==> config.mk <==
export PLATFORM = sky130hd
export DESIGN_NAME = ipc_mailbox
export DESIGN_NICKNAME = d
export VERILOG_FILES = /design/src/rtl/mbx_pkg.sv /design/src/rtl/mbx_fifo.sv /design/src/rtl/mbx_irq.sv /design/src/rtl/mbx_sysctl.sv /design/src/rtl/ipc_mailbox.sv
export SDC_FILE = /design/constraint.sdc
export NUM_CORES = 1
export LEC_CHECK = 0
export BUFFER_PORTS_ARGS = -buffer_cell sky130_fd_sc_hd__clkbuf_2
export CELL_PAD_IN_SITES_DETAIL_PLACEMENT = 0
export CELL_PAD_IN_SITES_GLOBAL_PLACEMENT = 1
export CORE_MARGIN = 2
export CORE_UTILIZATION = 45
export CTS_BUF_LIST = sky130_fd_sc_hd__clkbuf_4
export DETAILED_ROUTE_END_ITERATION = 6
export GPL_TIMING_DRIVEN = 0
export PLACE_DENSITY = 0.73
export SYNTH_ARGS = -nofsm -noshare
export SYNTH_HDL_FRONTEND = slang
export SYNTH_HIERARCHICAL = 1
export SYNTH_SLANG_ARGS = --single-unit
==> constraint.sdc <==
create_clock -name clk -period 7.8 [get_ports clk]
set_clock_uncertainty 0.15 [all_clocks]
set_input_delay 1.56 -clock clk [delete_from_list [all_inputs] [get_ports clk]]
set_output_delay 1.56 -clock clk [all_outputs]
set_load 0.02 [all_outputs]
==> src/rtl/mbx_pkg.sv <==
package mbx_pkg;

    localparam int DATA_W    = 32;
    localparam int ADDR_W    = 9;
    localparam int SPAN      = 'h120;

    localparam int OFS_REV   = 'h000;
    localparam int OFS_CFG   = 'h010;
    localparam int OFS_STAT  = 'h014;
    localparam int OFS_MSG   = 'h040;
    localparam int OFS_FULL  = 'h080;
    localparam int OFS_LEVEL = 'h0C0;
    localparam int OFS_USER  = 'h100;

    localparam int CFG_AUTOIDLE = 0;
    localparam int CFG_SRST     = 1;
    localparam int CFG_IDLE_LO  = 3;

    typedef enum logic [3:0] {
        SEL_NONE,
        SEL_REV,
        SEL_CFG,
        SEL_STAT,
        SEL_MSG,
        SEL_FULL,
        SEL_LEVEL,
        SEL_EVT,
        SEL_ENA
    } reg_sel_e;

    typedef struct packed {
        reg_sel_e   sel;
        logic [3:0] idx;
    } reg_dec_t;

    function automatic reg_dec_t decode_addr(input logic [ADDR_W-1:0] a,
                                             input int n_mbox,
                                             input int n_user);
        reg_dec_t d;
        int ai;
        ai = int'({23'b0, a}) & ~3;
        d.sel = SEL_NONE;
        d.idx = '0;
        if (ai == OFS_REV) begin
            d.sel = SEL_REV;
        end else if (ai == OFS_CFG) begin
            d.sel = SEL_CFG;
        end else if (ai == OFS_STAT) begin
            d.sel = SEL_STAT;
        end else if (ai >= OFS_MSG && ai < OFS_MSG + 4 * n_mbox) begin
            d.sel = SEL_MSG;
            d.idx = 4'((ai - OFS_MSG) >> 2);
        end else if (ai >= OFS_FULL && ai < OFS_FULL + 4 * n_mbox) begin
            d.sel = SEL_FULL;
            d.idx = 4'((ai - OFS_FULL) >> 2);
        end else if (ai >= OFS_LEVEL && ai < OFS_LEVEL + 4 * n_mbox) begin
            d.sel = SEL_LEVEL;
            d.idx = 4'((ai - OFS_LEVEL) >> 2);
        end else if (ai >= OFS_USER && ai < OFS_USER + 8 * n_user && ai < SPAN) begin
            d.sel = ((ai - OFS_USER) & 4) != 0 ? SEL_ENA : SEL_EVT;
            d.idx = 4'((ai - OFS_USER) >> 3);
        end
        return d;
    endfunction

endpackage

==> src/rtl/mbx_fifo.sv <==
module mbx_fifo #(
    parameter int DEPTH = 4,
    parameter int WIDTH = 32,
    localparam int PTR_W = $clog2(DEPTH),
    localparam int CNT_W = $clog2(DEPTH + 1)
) (
    input  logic             clk,
    input  logic             rst,
    input  logic             push,
    input  logic             pop,
    input  logic [WIDTH-1:0] wdata,
    output logic [WIDTH-1:0] head,
    output logic [CNT_W-1:0] level,
    output logic             full,
    output logic             empty,
    output logic             push_ok,
    output logic             freed
);

    logic [WIDTH-1:0] mem [DEPTH];
    logic [PTR_W-1:0] wptr, rptr;
    logic             do_pop;

    assign full    = (level == CNT_W'(DEPTH));
    assign empty   = (level == '0);
    assign push_ok = push && !full;
    assign do_pop  = pop && !empty;
    assign freed   = do_pop && full;
    assign head    = empty ? '0 : mem[rptr];

    always_ff @(posedge clk) begin
        if (rst) begin
            wptr  <= '0;
            rptr  <= '0;
            level <= '0;
        end else begin
            if (push_ok) begin
                mem[wptr] <= wdata;
                wptr      <= (wptr == PTR_W'(DEPTH - 1)) ? '0 : wptr + 1'b1;
            end
            if (do_pop) begin
                rptr <= (rptr == PTR_W'(DEPTH - 1)) ? '0 : rptr + 1'b1;
            end
            if (push_ok && !do_pop) begin
                level <= level + 1'b1;
            end else if (do_pop && !push_ok) begin
                level <= level - 1'b1;
            end
        end
    end

    // occupancy never exceeds the depth
    a_r4_level_bound: assert property (@(posedge clk) disable iff (rst)
        level <= CNT_W'(DEPTH));

    // a push into a full queue is dropped
    a_r4_full_drop: assert property (@(posedge clk) disable iff (rst)
        (full && push && !pop) |=> full);

    // a pop from an empty queue changes nothing
    a_r4_empty_pop: assert property (@(posedge clk) disable iff (rst)
        (empty && pop && !push) |=> empty);

endmodule

==> src/rtl/mbx_irq.sv <==
module mbx_irq #(
    parameter int N_MBOX = 4,
    localparam int EV_W = 2 * N_MBOX
) (
    input  logic            clk,
    input  logic            rst,
    input  logic [N_MBOX-1:0] new_ev,
    input  logic [N_MBOX-1:0] free_ev,
    input  logic            evt_wr,
    input  logic            ena_wr,
    input  logic [EV_W-1:0] wdata,
    output logic [EV_W-1:0] evt,
    output logic [EV_W-1:0] ena,
    output logic            irq
);

    logic [EV_W-1:0] set_vec;
    logic [EV_W-1:0] clr_vec;

    for (genvar m = 0; m < N_MBOX; m++) begin : g_lane
        assign set_vec[2*m]     = new_ev[m];
        assign set_vec[2*m + 1] = free_ev[m];
    end

    assign clr_vec = evt_wr ? wdata : '0;
    assign irq     = |(evt & ena);

    always_ff @(posedge clk) begin
        if (rst) begin
            evt <= '0;
            ena <= '0;
        end else begin
            evt <= (evt & ~clr_vec) | set_vec;
            if (ena_wr) begin
                ena <= wdata;
            end
        end
    end

    // pending events stay set unless a clearing write arrives
    a_r5_sticky: assert property (@(posedge clk) disable iff (rst)
        !evt_wr |=> ((evt & $past(evt)) == $past(evt)));

    // written ones clear the addressed bits when no event competes
    a_r6_w1c: assert property (@(posedge clk) disable iff (rst)
        (evt_wr && set_vec == '0) |=> ((evt & $past(wdata)) == '0));

endmodule

==> src/rtl/mbx_sysctl.sv <==
module mbx_sysctl #(
    parameter int SRST_CYCLES = 4,
    localparam int CNT_W = (SRST_CYCLES > 2) ? $clog2(SRST_CYCLES) : 1
) (
    input  logic       clk,
    input  logic       rst,
    input  logic       cfg_wr,
    input  logic       wr_autoidle,
    input  logic       wr_srst,
    input  logic [1:0] wr_idle,
    output logic       autoidle,
    output logic [1:0] idle_mode,
    output logic       busy,
    output logic       done
);

    localparam logic [CNT_W-1:0] LAST = CNT_W'(SRST_CYCLES - 1);

    logic [CNT_W-1:0] cnt;

    always_ff @(posedge clk) begin
        if (rst) begin
            busy      <= 1'b0;
            done      <= 1'b1;
            cnt       <= '0;
            autoidle  <= 1'b0;
            idle_mode <= '0;
        end else begin
            if (busy) begin
                if (cnt == LAST) begin
                    busy <= 1'b0;
                    done <= 1'b1;
                end else begin
                    cnt <= cnt + 1'b1;
                end
            end
            if (cfg_wr) begin
                autoidle  <= wr_autoidle;
                idle_mode <= wr_idle;
                if (wr_srst) begin
                    busy <= 1'b1;
                    done <= 1'b0;
                    cnt  <= '0;
                end
            end
        end
    end

    // the done flag is low for the whole soft reset
    a_r8_done_low: assert property (@(posedge clk) disable iff (rst)
        busy |-> !done);

    // at the end of the window the reset bit clears and done returns
    a_r8_finish: assert property (@(posedge clk) disable iff (rst)
        (busy && cnt == LAST && !(cfg_wr && wr_srst)) |=> (!busy && done));

    // a request always enters the busy window
    a_r8_start: assert property (@(posedge clk) disable iff (rst)
        (cfg_wr && wr_srst) |=> (busy && !done));

endmodule

==> src/rtl/ipc_mailbox.sv <==
module ipc_mailbox
    import mbx_pkg::*;
#(
    parameter int N_MBOX      = 4,
    parameter int N_USER      = 2,
    parameter int FIFO_DEPTH  = 4,
    parameter int SRST_CYCLES = 4,
    parameter int REV_MAJOR   = 1,
    parameter int REV_MINOR   = 0
) (
    input  logic              clk,
    input  logic              rst,
    input  logic [ADDR_W-1:0] bus_addr,
    input  logic              bus_wr,
    input  logic [DATA_W-1:0] bus_wdata,
    input  logic              bus_rd,
    output logic [DATA_W-1:0] bus_rdata,
    output logic [N_USER-1:0] user_irq
);

    localparam int EV_W  = 2 * N_MBOX;
    localparam int CNT_W = $clog2(FIFO_DEPTH + 1);
    localparam logic [DATA_W-1:0] REV_WORD =
        DATA_W'({REV_MAJOR[3:0], REV_MINOR[3:0]});

    reg_dec_t dec;
    logic     soft_busy, soft_done, autoidle;
    logic [1:0] idle_mode;
    logic     blk_rst;

    logic [DATA_W-1:0] head  [N_MBOX];
    logic [CNT_W-1:0]  level [N_MBOX];
    logic [N_MBOX-1:0] full, empty, push_ok, freed;
    logic [EV_W-1:0]   evt [N_USER];
    logic [EV_W-1:0]   ena [N_USER];
    logic [DATA_W-1:0] rd_mux;

    assign dec     = decode_addr(bus_addr, N_MBOX, N_USER);
    assign blk_rst = rst || soft_busy;

    mbx_sysctl #(.SRST_CYCLES(SRST_CYCLES)) u_sysctl (
        .clk         (clk),
        .rst         (rst),
        .cfg_wr      (bus_wr && dec.sel == SEL_CFG),
        .wr_autoidle (bus_wdata[CFG_AUTOIDLE]),
        .wr_srst     (bus_wdata[CFG_SRST]),
        .wr_idle     (bus_wdata[CFG_IDLE_LO+1:CFG_IDLE_LO]),
        .autoidle    (autoidle),
        .idle_mode   (idle_mode),
        .busy        (soft_busy),
        .done        (soft_done)
    );

    for (genvar m = 0; m < N_MBOX; m++) begin : g_mbox
        mbx_fifo #(.DEPTH(FIFO_DEPTH), .WIDTH(DATA_W)) u_fifo (
            .clk     (clk),
            .rst     (blk_rst),
            .push    (bus_wr && dec.sel == SEL_MSG && dec.idx == 4'(m)),
            .pop     (bus_rd && dec.sel == SEL_MSG && dec.idx == 4'(m)),
            .wdata   (bus_wdata),
            .head    (head[m]),
            .level   (level[m]),
            .full    (full[m]),
            .empty   (empty[m]),
            .push_ok (push_ok[m]),
            .freed   (freed[m])
        );
    end

    for (genvar u = 0; u < N_USER; u++) begin : g_user
        mbx_irq #(.N_MBOX(N_MBOX)) u_irq (
            .clk     (clk),
            .rst     (blk_rst),
            .new_ev  (push_ok),
            .free_ev (freed),
            .evt_wr  (bus_wr && dec.sel == SEL_EVT && dec.idx == 4'(u)),
            .ena_wr  (bus_wr && dec.sel == SEL_ENA && dec.idx == 4'(u)),
            .wdata   (bus_wdata[EV_W-1:0]),
            .evt     (evt[u]),
            .ena     (ena[u]),
            .irq     (user_irq[u])
        );
    end

    always_comb begin
        rd_mux = '0;
        unique case (dec.sel)
            SEL_REV:   rd_mux = REV_WORD;
            SEL_CFG:   rd_mux = DATA_W'({idle_mode, 1'b0, soft_busy, autoidle});
            SEL_STAT:  rd_mux = DATA_W'(soft_done);
            SEL_MSG:   rd_mux = head[dec.idx];
            SEL_FULL:  rd_mux = DATA_W'(full[dec.idx]);
            SEL_LEVEL: rd_mux = DATA_W'(level[dec.idx]);
            SEL_EVT:   rd_mux = DATA_W'(evt[dec.idx]);
            SEL_ENA:   rd_mux = DATA_W'(ena[dec.idx]);
            default:   rd_mux = '0;
        endcase
    end

    always_ff @(posedge clk) begin
        if (rst) begin
            bus_rdata <= '0;
        end else if (bus_rd) begin
            bus_rdata <= rd_mux;
        end
    end

    // unmapped reads return zero
    a_r2_unmapped_zero: assert property (@(posedge clk) disable iff (rst)
        (bus_rd && dec.sel == SEL_NONE) |=> (bus_rdata == '0));

    // read data holds between reads
    a_r10_hold: assert property (@(posedge clk) disable iff (rst)
        !bus_rd |=> $stable(bus_rdata));

    // no interrupt during a soft reset window after its first cycle
    a_r7_quiet_in_srst: assert property (@(posedge clk) disable iff (rst)
        (soft_busy && $past(soft_busy)) |-> (user_irq == '0));

endmodule

==> impl_metrics.tcl <==
set metrics [dict create \
    min_period_ps 5332 \
    p_per_area_mw_per_mm2 214.6 \
    async_reset_ff_share_pct 0 \
    seq_power_share_pct 54.8 \
    combPwrFrac_pct 2.2 \
    drc 0 \
    yosysTopAreaCellShare_pct 58.74 \
    first_iter_violations 1370 \
    setup_viol 0 \
    wl_per_cell_um 23.90 \
    first_pass_iters 5 \
    ys.warnings.count 6 \
    wirelength_mm 64.79 \
    track_usage_pct 22.29 \
    synth_area_per_cell_um2 17.20 \
    hold_buffers 0 \
    die-area_mm2 0.06011 \
    pre_cts_slack_ps 1440 \
    die_h_um 245.2 \
    clockRootBuffer "clkbuf_4" \
    ys.flop_type "edfxtp_1" \
    vias_per_cell 5.487 \
    critPathArrivalTime_ps 5880 \
    p_sw_mw 1.413 \
    outcome "finished, final reports clean" \
    yosysTopAreaCell "edfxtp_1" \
    cts_tree "built" \
    clkPwrFrac_pct 43.0 \
    drive_gt1_share_pct 36.26 \
    syn2layout_area_growth_pct 16.05 \
    clk_pin_slew_ps 60 \
    tightest_slew_ps 1150 \
    synth_edf_count 512 \
    sw_frac_of_total_pct 21.68 \
    synth_cell_type_count 67 \
    htreeDepth 4 \
    synth-seq-area-share_pct 66.92 \
    netlist_area_mm2 0.02617 \
    cts_max_path_buffers 3 \
    synth_seq_cells 619 \
    cp-end-kind "flop" \
    syn_nets 1595 \
    drv_slew 0 \
    start_util_pct 45.45 \
    syn_inst 1522 \
    cap_violations 0 \
    coreArea_mm2 0.05759 \
    p_int_mw 5.106 \
    num_io_pins 79 \
    start_kind "primary input" \
    cts_resized 0 \
    die_x_um 245.2 \
    holdCritPathClass "reg2reg" \
    relSlewSlack_pct 22.71 \
    post_cts_buffers 0 \
    peakVddDrop_uv 142.1 \
    fin_crit_sh_pct 68.36 \
    grt_pass1_wl_mm 96.77 \
    core.rowCount 88 \
    grt.overflow.total 0 \
    grt_pass1_vias 15450 \
    p_leak_nw 10.40 \
    gp_congestion 0.9071 \
    vias 14870 \
    critPathMaxFanout 10 \
    nNetsFinal 1891 \
    fill_cells 4724 \
    path_class "in2reg" \
    place_area_mm2 0.02828 \
    synth_area_leaders "edfxtp_1 (59%), mux4_2 (11%), dfxtp_1 (8.2%), mux2i_1 (2.8%), nor2b_4 (2.7%)" \
    clk_latency_ps 990 \
    cp.required_ps 8350 \
    rsz0062_at_grt "false" \
    ant_nets 0 \
    cts.sinks 619 \
    hold_violations 0 \
    io_buffer_count 73 \
    power.total_mw 6.519 \
    antenna_found_initial 5 \
    dp_hpwl_mm 44.51 \
    grt_max_degree 27 \
    numCtsBuffers 160 \
    timing.fmax_mhz 187.6 \
    final_design_area_no_fill_mm2 0.03038 \
    fin_ws_ps 2468 \
]
==> cell type report <==
class	instances	area (um^2)	area share, %
Antenna cell	7	17.52	0.05767
Buffer	81	644.4	2.121
Clock buffer	238	1787	5.882
Clock inverter	45	282.8	0.9309
Inverter	26	97.59	0.3213
Multi-Input combinational cell	796	8005	26.35
Sequential cell	619	17520	57.67
Tap cell	765	957.2	3.151
Timing Repair Buffer	134	1067	3.514
==> cells in the final DEF, fill, tap and decap left out, types with 5 or more instances in the layout <==
cell type	instances
edfxtp_1	512
clkbuf_4	238
mux4_2	128
dfxtp_1	107
nand2_1	96
nor2b_1	82
mux2i_1	73
clkbuf_2	73
buf_6	66
nor2b_4	52
nor2_1	43
nand3_1	41
buf_2	29
clkinv_1	28
a21oi_1	25
a32o_1	24
ha_1	24
clkbuf_1	20
nor3_1	18
inv_1	18
o21ba_2	18
nor3b_2	17
a21boi_0	17
o21ai_0	15
buf_12	12
inv_2	11
or3_1	10
a211oi_1	10
a22oi_1	9
buf_4	8
o31ai_2	8
xor2_1	8
diode_2	7
and2_1	6
nand2_2	5
clkinv_2	5
buf_8	5
==> cell usage after synthesis (all sizes together), types with 2 or more instances <==
master	instances
a22oi	9
o22a	2
o31ai	9
xor2	8
inv	26
or3	10
ha	24
buf	61
dfxtp	107
nor3b	19
or2	3
a221oi	3
nor2b	134
fa	4
a21oi	25
a211oi	10
nand4b	2
nand2b	2
clkbuf	20
nand2	101
edfxtp	512
a21boi	17
or3b	5
mux4	128
nand4	3
mux2i	73
nor3	21
and2	7
a31oi	4
o221a	2
nor4	2
and3	2
o221ai	2
nand3	41
nor2	43
o21ba	18
o21ai	19
o31a	4
a32o	24
mux2	4
==> final timing paths <==
| check | start | end | slack [ps] | cells past startpoint |
|---|---|---|---|---|
| worst min register to register | bus_rdata[29] | bus_rdata[29] | 330 | 1 |
| worst min-delay path | bus_rdata[29] | bus_rdata[29] | 330 | 1 |
| worst max register to register | u_sysctl/busy | g_mbox[0].u_fifo/mem[1][12] | 4710 | 6 |
| worst max-delay path | bus_addr[7] | g_mbox[1].u_fifo/mem[0][17] | 2470 | 11 |
==> flip-flops by register name, indices dropped and copies added (netlist names), named ones only <==
signal	count
g_mbox.u_fifo/wptr	8
u_sysctl/autoidle	1
u_sysctl/busy	1
u_sysctl/idle_mode	2
bus_rdata	32
g_user.u_irq/ena	16
u_sysctl/done	1
g_user.u_irq/evt	16
g_mbox.u_fifo/mem	512
g_mbox.u_fifo/level	12
u_sysctl/cnt	2
g_mbox.u_fifo/rptr	8
==> cell families (layout without fill, tap and decap cells) <==
| kind of cell | after synthesis | count (layout) | share of synthesized area, % |
|---|---|---|---|
| buf+inv | 107 | 524 | 2.835 |
| other cells | 0 | 7 | 0 |
| mux | 205 | 205 | 13.98 |
| simple gates | 398 | 398 | 9.714 |
| xor+xnor | 8 | 8 | 0.2677 |
| fa+ha+maj | 28 | 28 | 1.453 |
| compound gates | 157 | 157 | 4.828 |
| flops | 619 | 619 | 66.92 |
==> stage by stage <==
step / hold WS (ps) / util (%) / cells / setup TNS [ps]
after global routing: 339.3 / 52.74 / 2708 / 0
final: 332.9 / 52.75 / 2711 / 0
after detailed placement: 329.5 / 49.12 / 2421 / 0
after global placement: 318.8 / 47.75 / 2360 / -1053950
after floorplan: 309.6 / - / 1522 / 0
after CTS: 328.5 / 52.71 / 2704 / 0
==> routing by layer <==
layer  GRT usage [%]  part of all wire [%]  vias up
met1           29.46                    42     7575
met5               0                 0.046        -
met3           6.254                   7.3      117
li1                -                     -     6646
met2           35.07                    48      532
met4           8.626                   2.6        4
==> worst max-delay path, stage by stage <==
cell      delay (ps)
clkbuf_2         140
or2_2            370
nand4b_1         130
clkbuf_1         450
clkbuf_1         740
nand2_1          320
nor3_1           590
nand2_2          250
nor3b_2          840
buf_6            280
buf_6            190
==> power groups by stage <==
stage / registers, mW / logic (mW) / clock network, mW
floorplan: 3.65 / 0.0590 / 0
global placement: 3.65 / 0.135 / 0
detailed placement: 3.65 / 0.141 / 0
CTS: 3.57 / 0.141 / 2.89
global route: 3.57 / 0.153 / 3.07
finish: 3.58 / 0.142 / 2.80
Note: power is estimated with default switching activity, not from simulation.
